**src/rtl/kwdog_pkg.sv**
```systemverilog
package kwdog_pkg;
    localparam int unsigned CSR_W     = 32;
    localparam int unsigned CTRL_W    = 6;
    localparam int unsigned KEY_W     = 16;
    localparam logic [KEY_W-1:0] RESTART_KEY = 16'h4755;
    localparam logic [CSR_W-1:0] RESET_LOAD  = 32'h03EF1480;

    // byte offsets of the register port
    localparam logic [4:0] OFS_COUNT   = 5'h00;
    localparam logic [4:0] OFS_RELOAD  = 5'h04;
    localparam logic [4:0] OFS_RESTART = 5'h08;
    localparam logic [4:0] OFS_CTRL    = 5'h0C;

    // control word bit positions
    localparam int unsigned CB_ENABLE  = 0;
    localparam int unsigned CB_TICKSEL = 4;

    typedef struct packed {
        logic we_reload;
        logic we_restart;
        logic we_ctrl;
    } wr_strobe_t;
endpackage

```
**src/rtl/kwdog_regif.sv**
```systemverilog
module kwdog_regif
    import kwdog_pkg::*;
#(
    parameter int unsigned ADDR_W = 5
) (
    input  logic              bus_wr,
    input  logic [ADDR_W-1:0] bus_addr,
    input  logic [CSR_W-1:0]  count_q,
    input  logic [CSR_W-1:0]  reload_q,
    input  logic [CTRL_W-1:0] ctrl_q,
    output wr_strobe_t        strobe,
    output logic [CSR_W-1:0]  bus_rdata
);
    localparam int unsigned PAD_W = CSR_W - CTRL_W;

    logic [4:0] ofs;
    always_comb begin
        ofs = 5'(bus_addr);
    end

    always_comb begin
        strobe.we_reload  = bus_wr && (ofs == OFS_RELOAD);
        strobe.we_restart = bus_wr && (ofs == OFS_RESTART);
        strobe.we_ctrl    = bus_wr && (ofs == OFS_CTRL);
    end

    always_comb begin
        unique case (ofs)
            OFS_COUNT:  bus_rdata = count_q;
            OFS_RELOAD: bus_rdata = reload_q;
            OFS_CTRL:   bus_rdata = {{PAD_W{1'b0}}, ctrl_q};
            default:    bus_rdata = '0;
        endcase
    end
endmodule

```
**src/rtl/kwdog_core.sv**
```systemverilog
module kwdog_core
    import kwdog_pkg::*;
#(
    parameter logic [CSR_W-1:0] INIT_LOAD = RESET_LOAD
) (
    input  logic              clk,
    input  logic              rst_n,
    input  wr_strobe_t        strobe,
    input  logic [CSR_W-1:0]  wdata,
    input  logic              tick_1mhz,
    input  logic              hold_in,
    output logic [CSR_W-1:0]  count_q,
    output logic [CSR_W-1:0]  reload_q,
    output logic [CTRL_W-1:0] ctrl_q,
    output logic              reset_req_q
);
    typedef struct packed {
        logic [CSR_W-1:0]  count;
        logic [CSR_W-1:0]  reload;
        logic [CTRL_W-1:0] ctrl;
        logic              armed;
        logic              req;
    } st_t;

    st_t st_q, st_d;
    logic step, key_ok, flip;

    always_comb begin
        step   = st_q.ctrl[CB_ENABLE] && st_q.armed &&
                 (st_q.ctrl[CB_TICKSEL] ? tick_1mhz : 1'b1);
        key_ok = strobe.we_restart && (wdata[KEY_W-1:0] == RESTART_KEY);
        flip   = strobe.we_ctrl && (wdata[CB_ENABLE] != st_q.ctrl[CB_ENABLE]);

        st_d     = st_q;
        st_d.req = 1'b0;

        if (step) begin
            st_d.count = st_q.count - 1'b1;
            if (st_q.count == 1) begin
                st_d.armed = 1'b0;
                if (hold_in) st_d.ctrl = '0;
                else         st_d.req  = 1'b1;
            end
        end

        if (strobe.we_reload) st_d.reload = wdata;

        if (key_ok) begin
            st_d.count = st_q.reload;
            st_d.armed = (st_q.reload != 0);
            st_d.ctrl  = st_q.ctrl;
            st_d.req   = 1'b0;
        end else if (flip) begin
            st_d.ctrl = wdata[CTRL_W-1:0];
            st_d.req  = 1'b0;
            if (wdata[CB_ENABLE]) begin
                st_d.count = st_q.reload;
                st_d.armed = (st_q.reload != 0);
            end else begin
                st_d.count = st_q.count;
                st_d.armed = st_q.armed;
            end
        end
    end

    always_ff @(posedge clk or negedge rst_n) begin
        if (!rst_n) begin
            st_q <= '{count: INIT_LOAD, reload: INIT_LOAD, ctrl: '0,
                      armed: 1'b1, req: 1'b0};
        end else begin
            st_q <= st_d;
        end
    end

    assign count_q     = st_q.count;
    assign reload_q    = st_q.reload;
    assign ctrl_q      = st_q.ctrl;
    assign reset_req_q = st_q.req;

    // request lasts one cycle and coincides with a zero count
    a_r7_single_pulse: assert property (@(posedge clk) disable iff (!rst_n)
        reset_req_q |=> !reset_req_q);
    a_r7_zero_on_req: assert property (@(posedge clk) disable iff (!rst_n)
        reset_req_q |-> (count_q == 0));
    // no request may follow expiry with hold high
    a_r8_hold_blocks: assert property (@(posedge clk) disable iff (!rst_n)
        reset_req_q |-> !$past(hold_in));
    // disabled with no write -> count frozen
    a_r6_frozen: assert property (@(posedge clk) disable iff (!rst_n)
        (!$past(ctrl_q[CB_ENABLE]) && !$past(strobe.we_ctrl) &&
         !$past(strobe.we_restart)) |-> $stable(count_q));
    // bad key on a disabled timer leaves the count alone
    a_r3_bad_key: assert property (@(posedge clk) disable iff (!rst_n)
        ($past(strobe.we_restart) && ($past(wdata[KEY_W-1:0]) != RESTART_KEY) &&
         !$past(ctrl_q[CB_ENABLE])) |-> $stable(count_q));
    // a control write that repeats the enable is discarded
    a_r4_no_flip: assert property (@(posedge clk) disable iff (!rst_n)
        ($past(strobe.we_ctrl) && ($past(wdata[CB_ENABLE]) == $past(ctrl_q[CB_ENABLE])) &&
         ($past(count_q) != 1)) |-> $stable(ctrl_q));
    // strobes decoded from one address are exclusive
    a_r2_one_strobe: assert property (@(posedge clk) disable iff (!rst_n)
        $onehot0({strobe.we_reload, strobe.we_restart, strobe.we_ctrl}));
endmodule

```
**src/rtl/kwdog_top.sv**
```systemverilog
module kwdog_top
    import kwdog_pkg::*;
#(
    parameter int unsigned      ADDR_W    = 5,
    parameter logic [CSR_W-1:0] INIT_LOAD = RESET_LOAD
) (
    input  logic              clk,
    input  logic              rst_n,
    input  logic              bus_wr,
    input  logic [ADDR_W-1:0] bus_addr,
    input  logic [CSR_W-1:0]  bus_wdata,
    output logic [CSR_W-1:0]  bus_rdata,
    input  logic              tick_1mhz,
    input  logic              hold_in,
    output logic              wd_reset_req,
    output logic [CSR_W-1:0]  count_value
);
    wr_strobe_t        strobe;
    logic [CSR_W-1:0]  count_q, reload_q;
    logic [CTRL_W-1:0] ctrl_q;

    kwdog_regif #(.ADDR_W(ADDR_W)) regif_i (
        .bus_wr    (bus_wr),
        .bus_addr  (bus_addr),
        .count_q   (count_q),
        .reload_q  (reload_q),
        .ctrl_q    (ctrl_q),
        .strobe    (strobe),
        .bus_rdata (bus_rdata)
    );

    kwdog_core #(.INIT_LOAD(INIT_LOAD)) core_i (
        .clk         (clk),
        .rst_n       (rst_n),
        .strobe      (strobe),
        .wdata       (bus_wdata),
        .tick_1mhz   (tick_1mhz),
        .hold_in     (hold_in),
        .count_q     (count_q),
        .reload_q    (reload_q),
        .ctrl_q      (ctrl_q),
        .reset_req_q (wd_reset_req)
    );

    assign count_value = count_q;
endmodule

```
**config.mk**
```make
export PLATFORM = sky130hd
export DESIGN_NAME = kwdog_top
export DESIGN_NICKNAME = d
export VERILOG_FILES = /design/src/rtl/kwdog_pkg.sv /design/src/rtl/kwdog_regif.sv /design/src/rtl/kwdog_core.sv /design/src/rtl/kwdog_top.sv
export SDC_FILE = /design/constraint.sdc
export NUM_CORES = 1
export LEC_CHECK = 0
export BUFFER_PORTS_ARGS = -buffer_cell sky130_fd_sc_hd__buf_2
export CAP_MARGIN = 30
export CORE_MARGIN = 5
export CORE_UTILIZATION = 55
export CTS_CLUSTER_DIAMETER = 150
export DETAILED_ROUTE_END_ITERATION = 16
export GPL_ROUTABILITY_DRIVEN = 0
export PLACE_DENSITY_LB_ADDON = 0.05
export SLEW_MARGIN = 0
export SYNTH_ARGS = -nofsm -noshare
export SYNTH_HDL_FRONTEND = slang
export SYNTH_SLANG_ARGS = --single-unit
export TNS_END_PERCENT = 30
```
**constraint.sdc**
```tcl
create_clock -name clk -period 2.43 [get_ports clk]
set_input_delay 0.486 -clock clk [delete_from_list [all_inputs] [get_ports clk]]
set_output_delay 0.486 -clock clk [all_outputs]
set_load 0.1 [all_outputs]
```
Yosys cells after proc, flatten, opt, wreduce, memory -nomap -nowiden. Cells that the tools add are included.

Memories: 0. Logic and storage cells: 44. Bits in writable memories: 0. Memory bits (read-only): 0. Input port bits: 42. Bits in latches: 0. Bits in registers: 72.

$mul: 0. Divide/modulo/power cells: 0. Order comparisons: 0. Bitwise gates (word level): 1. Mux-type cells: 13. $add $sub $neg: 1. Shift operators: 0. Eq/ne operators: 7. Reduce and logical (&&, ||, !) cells: 17.

Operator list (number): 2-to-1 mux 32 bit (4); case mux 32 bit (3 select lines) (1); == test 32 x 1 -> 1 bit, second input constant (1); nonzero test 32 bit (1); subtractor 32 x 1 -> 32 bit, second input constant (1); 2-to-1 mux 8 bit (3); == test 16 x 15 -> 1 bit, second input constant (1); == test 5 x 4 -> 1 bit, second input constant (2); logical AND 1 bit (7); 2-to-1 mux 6 bit (1); nonzero test 2 bit (3); nonzero test 3 bit (2); == test 5 x 3 -> 1 bit, second input constant (1); zero test 5 bit (1); AND reduction 4 bit (1); 2-to-1 mux 1 bit (3); != test 3 x 2 -> 1 bit, second input constant (1); AND reduction 3 bit (1); 2-to-1 mux 2 bit (1); AND reduction 2 bit (1); != test 1 bit (1); NOT 1 bit (1).

Longest topological paths before layout.
Word-level depth: 5. Mapped depth: 7.

Hierarchy. A second synthesis with hierarchy kept.

Cells, all modules: 528. Area, all modules: 4813.4 um2.

Modules (own cells, without submodules): kwdog_core (cells each 442, times used 1, area each 4236.6 um2); kwdog_regif (cells each 86, times used 1, area each 576.8 um2).

Worst setup path before layout. No wires, ideal clock.

Kind: input -> output. Start: in bus_addr[1]. End: out bus_rdata[1]. Data arrival time: 3507 ps. Setup slack: -1563 ps. Cell stages on the path: 3. Buffers on the path: 1. Cells stage by stage: or4_1 > clkbuf_1 > o31ai_1.

Longest elaborated chain between the ends: 2.

RTL lines: from (decl) (line kwdog_top.sv:10) `input logic [ADDR_W-1:0] bus_addr,`; == test 5 x 4 -> 1 bit (tied with other cells) (line kwdog_regif.sv:28) `unique case (ofs)`; case mux 32 bit (3 select lines) * (line kwdog_regif.sv:28); to (decl) (line kwdog_top.sv:12) `output logic [CSR_W-1:0] bus_rdata,`.

Every way passes the cells marked *; elsewhere a longest branch is shown, timed or not.

Worst setup path in the final report.
Start: reg core_i.st_q, in the netlist core_i.count_q[22]. End: reg core_i.st_q, in the netlist core_i.ctrl_q[3].

Longest elaborated chain between the ends: 3.

RTL lines: from (decl) (line kwdog_core.sv:25) `st_t st_q, st_d;`; from (signal assigned) (line kwdog_core.sv:68) `st_q <= '{count: INIT_LOAD, reload: INIT_LOAD, ctrl: '0,`; from (signal assigned) (line kwdog_core.sv:71) `st_q <= st_d;`; == test 32 x 1 -> 1 bit (line kwdog_core.sv:39) `if (st_q.count == 1) begin`; nonzero test 2 bit (no source line); AND reduction 4 bit (no source line).

Every way passes these cells. A chain may end at the register's enable or synchronous reset.

==> flow_metrics.tcl <==
set metrics [dict create \
    outcome "finished, final reports clean" \
    numPlacedInstances 698 \
    antenna_found_initial 0 \
    syn_area_per_cell_sq_um 9.682 \
    post-synth-top-area-cell "sky130_fd_sc_hd__dfrtp_1" \
    hold_path_class "input port to asynchronous set/reset pin" \
    data_arrival_critical_path_ps 2610 \
    grt_start_max_net_pins 73 \
    cts.sink_count 72 \
    antenna_cell_count 0 \
    first_global_vias 4629 \
    clk_pin_slew_ps 80 \
    routed_len_inst_um 21.27 \
    setup_total_negative_slack_ps 0 \
    synthesis.nets 552 \
    post_synth_most_frequent_cells "sky130_fd_sc_hd__mux2i_1 (55), sky130_fd_sc_hd__dfrtp_1 (47), sky130_fd_sc_hd__nor2_1 (42)" \
    routed_wirelength_mm 15.18 \
    die_area_sq_mm 0.01093 \
    worst_hold_slack_ps 122.5 \
    post_synthesis_instance_total 508 \
    worst_skew_pair_later_pin_latency_ps 360 \
    wire_length_of_the_first_global_routing_pass_mm 24.73 \
    ys_async_sr_fraction_pct 100.0 \
    num_rows 34 \
    detail_route.first_pass.iterations 7 \
    number_of_flip_flops_and_latches_in_the_synthesized_netlist 72 \
    seq_area_frac_synth_pct 37.27 \
    setup.worst_path.end_class "register" \
    seqCellArea_sq_mm 0.001833 \
    flow.area_growth_from_synthesis_pct 32.51 \
    finalCriticalPeriod_ps 2360 \
    die_w_um 104.6 \
    detail_route.iter0.violations 371 \
    synthesis.yosys.warnings 0 \
    dr_total_vias 4628 \
    achievable-frequency_ghz 0.4238 \
    reg2reg_from "core_i.count_q[22]$_DFFE_PN1P_" \
    number_of_clock_buffers_inserted_by_tritoncts 9 \
    finish.net_count 645 \
    cp_cell_sequence "or4_4 -> or4_4 -> nor4_4 -> a31oi_2 -> a22o_1" \
    vias_per_cell 6.482 \
    peakVddDrop_mv 0.4063 \
    grtUsageTotal_pct 27.87 \
    pin_count 107 \
    worst_pin_slew_ps 528.4 \
    hpwlAfterDp_mm 11.25 \
    grt_overflow 0 \
    max_capacitance_violation_total 0 \
    synthDominantCellAreaShare_pct 23.91 \
    cp_slowest_stage_delay_ps 600 \
    max-clock-path-buffers 2 \
    grt_setup_unrepaired "no" \
    number_of_flops_mapped_to_enable_cells_by_yosys 0 \
    detail_route.drc_violations 0 \
    fin_cells 714 \
    timing.max_slew.rel_slack_pct 64.64 \
    slew_violations 0 \
    ff2ff_path_depth 5 \
    die_y_um 104.6 \
    utilization_pct 74.73 \
    htree_levels 3 \
    final_antenna_net_count 0 \
    critPathSlowestCell "sky130_fd_sc_hd__or4_4" \
    cts_tree "done" \
    leakage_power_nw 2.891 \
    floorplan.initialDensity_pct 56.40 \
    final_hold_viol_count 0 \
    p_per_area_mw_per_mm2 604.8 \
    finalCritPeriodShare_pct 97.11 \
    post_route_cells_drive_above_1_share_pct 42.41 \
    placement.io_buffers 106 \
    post-place-ws_ps 5.599 \
    setup.worst_path.start_class "register" \
    synth.cell_area_sq_mm 0.004918 \
    area_occupied_by_multi_input_gates_sq_mm 0.002844 \
    number_of_distinct_library_cells_after_synthesis 58 \
    path_max_fanout 6 \
    timing.rr.end "core_i.ctrl_q[3]$_DFFE_PN0P_" \
    critPathMostFrequentCell "sky130_fd_sc_hd__or4_4" \
    leading_cell_type_by_number_of_instances_after_synthesis "sky130_fd_sc_hd__mux2i_1" \
    number_of_endpoints_failing_setup_at_the_final_stage 0 \
    synth.top_cells.by_area "sky130_fd_sc_hd__dfrtp_1 (24%), sky130_fd_sc_hd__dfstp_2 (13%), sky130_fd_sc_hd__mux2i_1 (11%)" \
    worstPathRequired_ps 2680 \
    worst_setup_slack_for_register_to_register_paths_ps 70 \
    hold_fix_buffer_count_after_cts 0 \
    place_area_sq_mm 0.006264 \
    count_of_filler_cells_inserted_in_the_layout 644 \
    final_cell_area_sq_mm 0.006518 \
    power_mw 3.942 \
    clockRootBuffer "sky130_fd_sc_hd__clkbuf_8" \
    fin_worst_skew_ps 10.09 \
    worst-setup-path-type "register to register" \
    dominantRegCellSynth "sky130_fd_sc_hd__dfrtp_1" \
    finalWorstSetupSlack_ps 70.31 \
    placeableCoreArea_sq_mm 0.008721 \
]
sequential cells by signal (all words and copies together), names as in the netlist:
signal              flops
core_i.st_q             1
core_i.ctrl_q           6
core_i.reset_req_q      1
core_i.count_q         32
core_i.reload_q        32
cell usage in the layout (no fill, tap or decap), types with 2 or more instances in the layout:
cell	n
sky130_fd_sc_hd__buf_2	74
sky130_fd_sc_hd__mux2i_1	55
sky130_fd_sc_hd__dfrtp_1	47
sky130_fd_sc_hd__buf_12	38
sky130_fd_sc_hd__buf_4	31
sky130_fd_sc_hd__mux2_2	30
sky130_fd_sc_hd__dfstp_2	25
sky130_fd_sc_hd__inv_1	23
sky130_fd_sc_hd__nor2_4	23
sky130_fd_sc_hd__a211oi_1	22
sky130_fd_sc_hd__nor3_1	20
sky130_fd_sc_hd__nand2_1	19
sky130_fd_sc_hd__nor4_1	16
sky130_fd_sc_hd__a22o_1	16
sky130_fd_sc_hd__nand3_1	15
sky130_fd_sc_hd__nor2_1	14
sky130_fd_sc_hd__o22ai_1	14
sky130_fd_sc_hd__or3_1	10
sky130_fd_sc_hd__o211ai_1	10
sky130_fd_sc_hd__o2bb2ai_1	9
sky130_fd_sc_hd__clkbuf_8	9
sky130_fd_sc_hd__and3_1	7
sky130_fd_sc_hd__a2bb2oi_1	7
sky130_fd_sc_hd__nand4_1	6
sky130_fd_sc_hd__nor2_2	5
sky130_fd_sc_hd__o21ai_0	5
sky130_fd_sc_hd__and4b_1	4
sky130_fd_sc_hd__nor4b_1	4
sky130_fd_sc_hd__or4_4	3
sky130_fd_sc_hd__or4_1	3
sky130_fd_sc_hd__bufinv_16	3
sky130_fd_sc_hd__nand2b_1	2
sky130_fd_sc_hd__nand4b_1	2
sky130_fd_sc_hd__and4_1	2
sky130_fd_sc_hd__ha_1	2
sky130_fd_sc_hd__clkinv_4	2
worst max-delay path by stage:
stage	from	endpoint	slack, ps	cells after the start
finish	core_i.count_q[22]$_DFFE_PN1P_	core_i.ctrl_q[3]$_DFFE_PN0P_	70	5
global route	core_i.count_q[22]$_DFFE_PN1P_	core_i.count_q[31]$_DFFE_PN0P_	20	6
CTS	bus_addr[1]	bus_rdata[2]	4	5
detailed placement	bus_addr[1]	bus_rdata[2]	6	5
global placement	bus_addr[1]	bus_rdata[0]	70	5
floorplan	bus_addr[1]	bus_rdata[1]	-140	3
power breakdown:
part / internal, mW / switching (mW) / leakage, nW
Clock: 0.683 / 0.497 / 0.119
Combinational: 0.375 / 0.731 / 1.93
Sequential: 1.39 / 0.263 / 0.842
Total: 2.45 / 1.49 / 2.89
per-layer routing:
layer	global-route usage, %	share of wire (%)	vias up
li1	-	-	2075
met1	37.46	41	2258
met2	44.66	47	255
met3	6.597	9.8	40
met4	8.788	2.5	0
met5	0	0	-
critical path, delay by kind of cell, from the launching register on:
kind	cells	cell delay [ps]
AND/OR/NAND/NOR	3	1400
AO/OA/AOI/OAI	2	450
flip-flops	1	400
area by class of cell:
cell class              count  share of cell area, %
clock buffers               9                  1.901
multi-input cells         351                  43.64
inverters                  23                  1.325
flip-flops and latches     72                  28.12
well taps                 108                  2.073
repair buffers            144                  21.10
clock inverters             7                  1.843
timing repair:
item                                    in CTS  in global routing
buffers inserted                             0                  0
endpoints found under the setup margin       0                  7
resized for setup                            0                  3
cell families (layout without fill, tap and decap cells):
group	Yosys count	count (layout)	synth area share, %
muxes	85	85	18.06
DFF	72	72	37.27
buffers and inverters	85	183	9.260
adders and majority gates	2	2	0.5087
and+or+nand+nor	166	166	19.46
AOI/OAI and AO/OA	97	97	15.26
xor gates and xnor gates	1	1	0.1781
No activity file was read; power rests on OpenSTA's default activity.
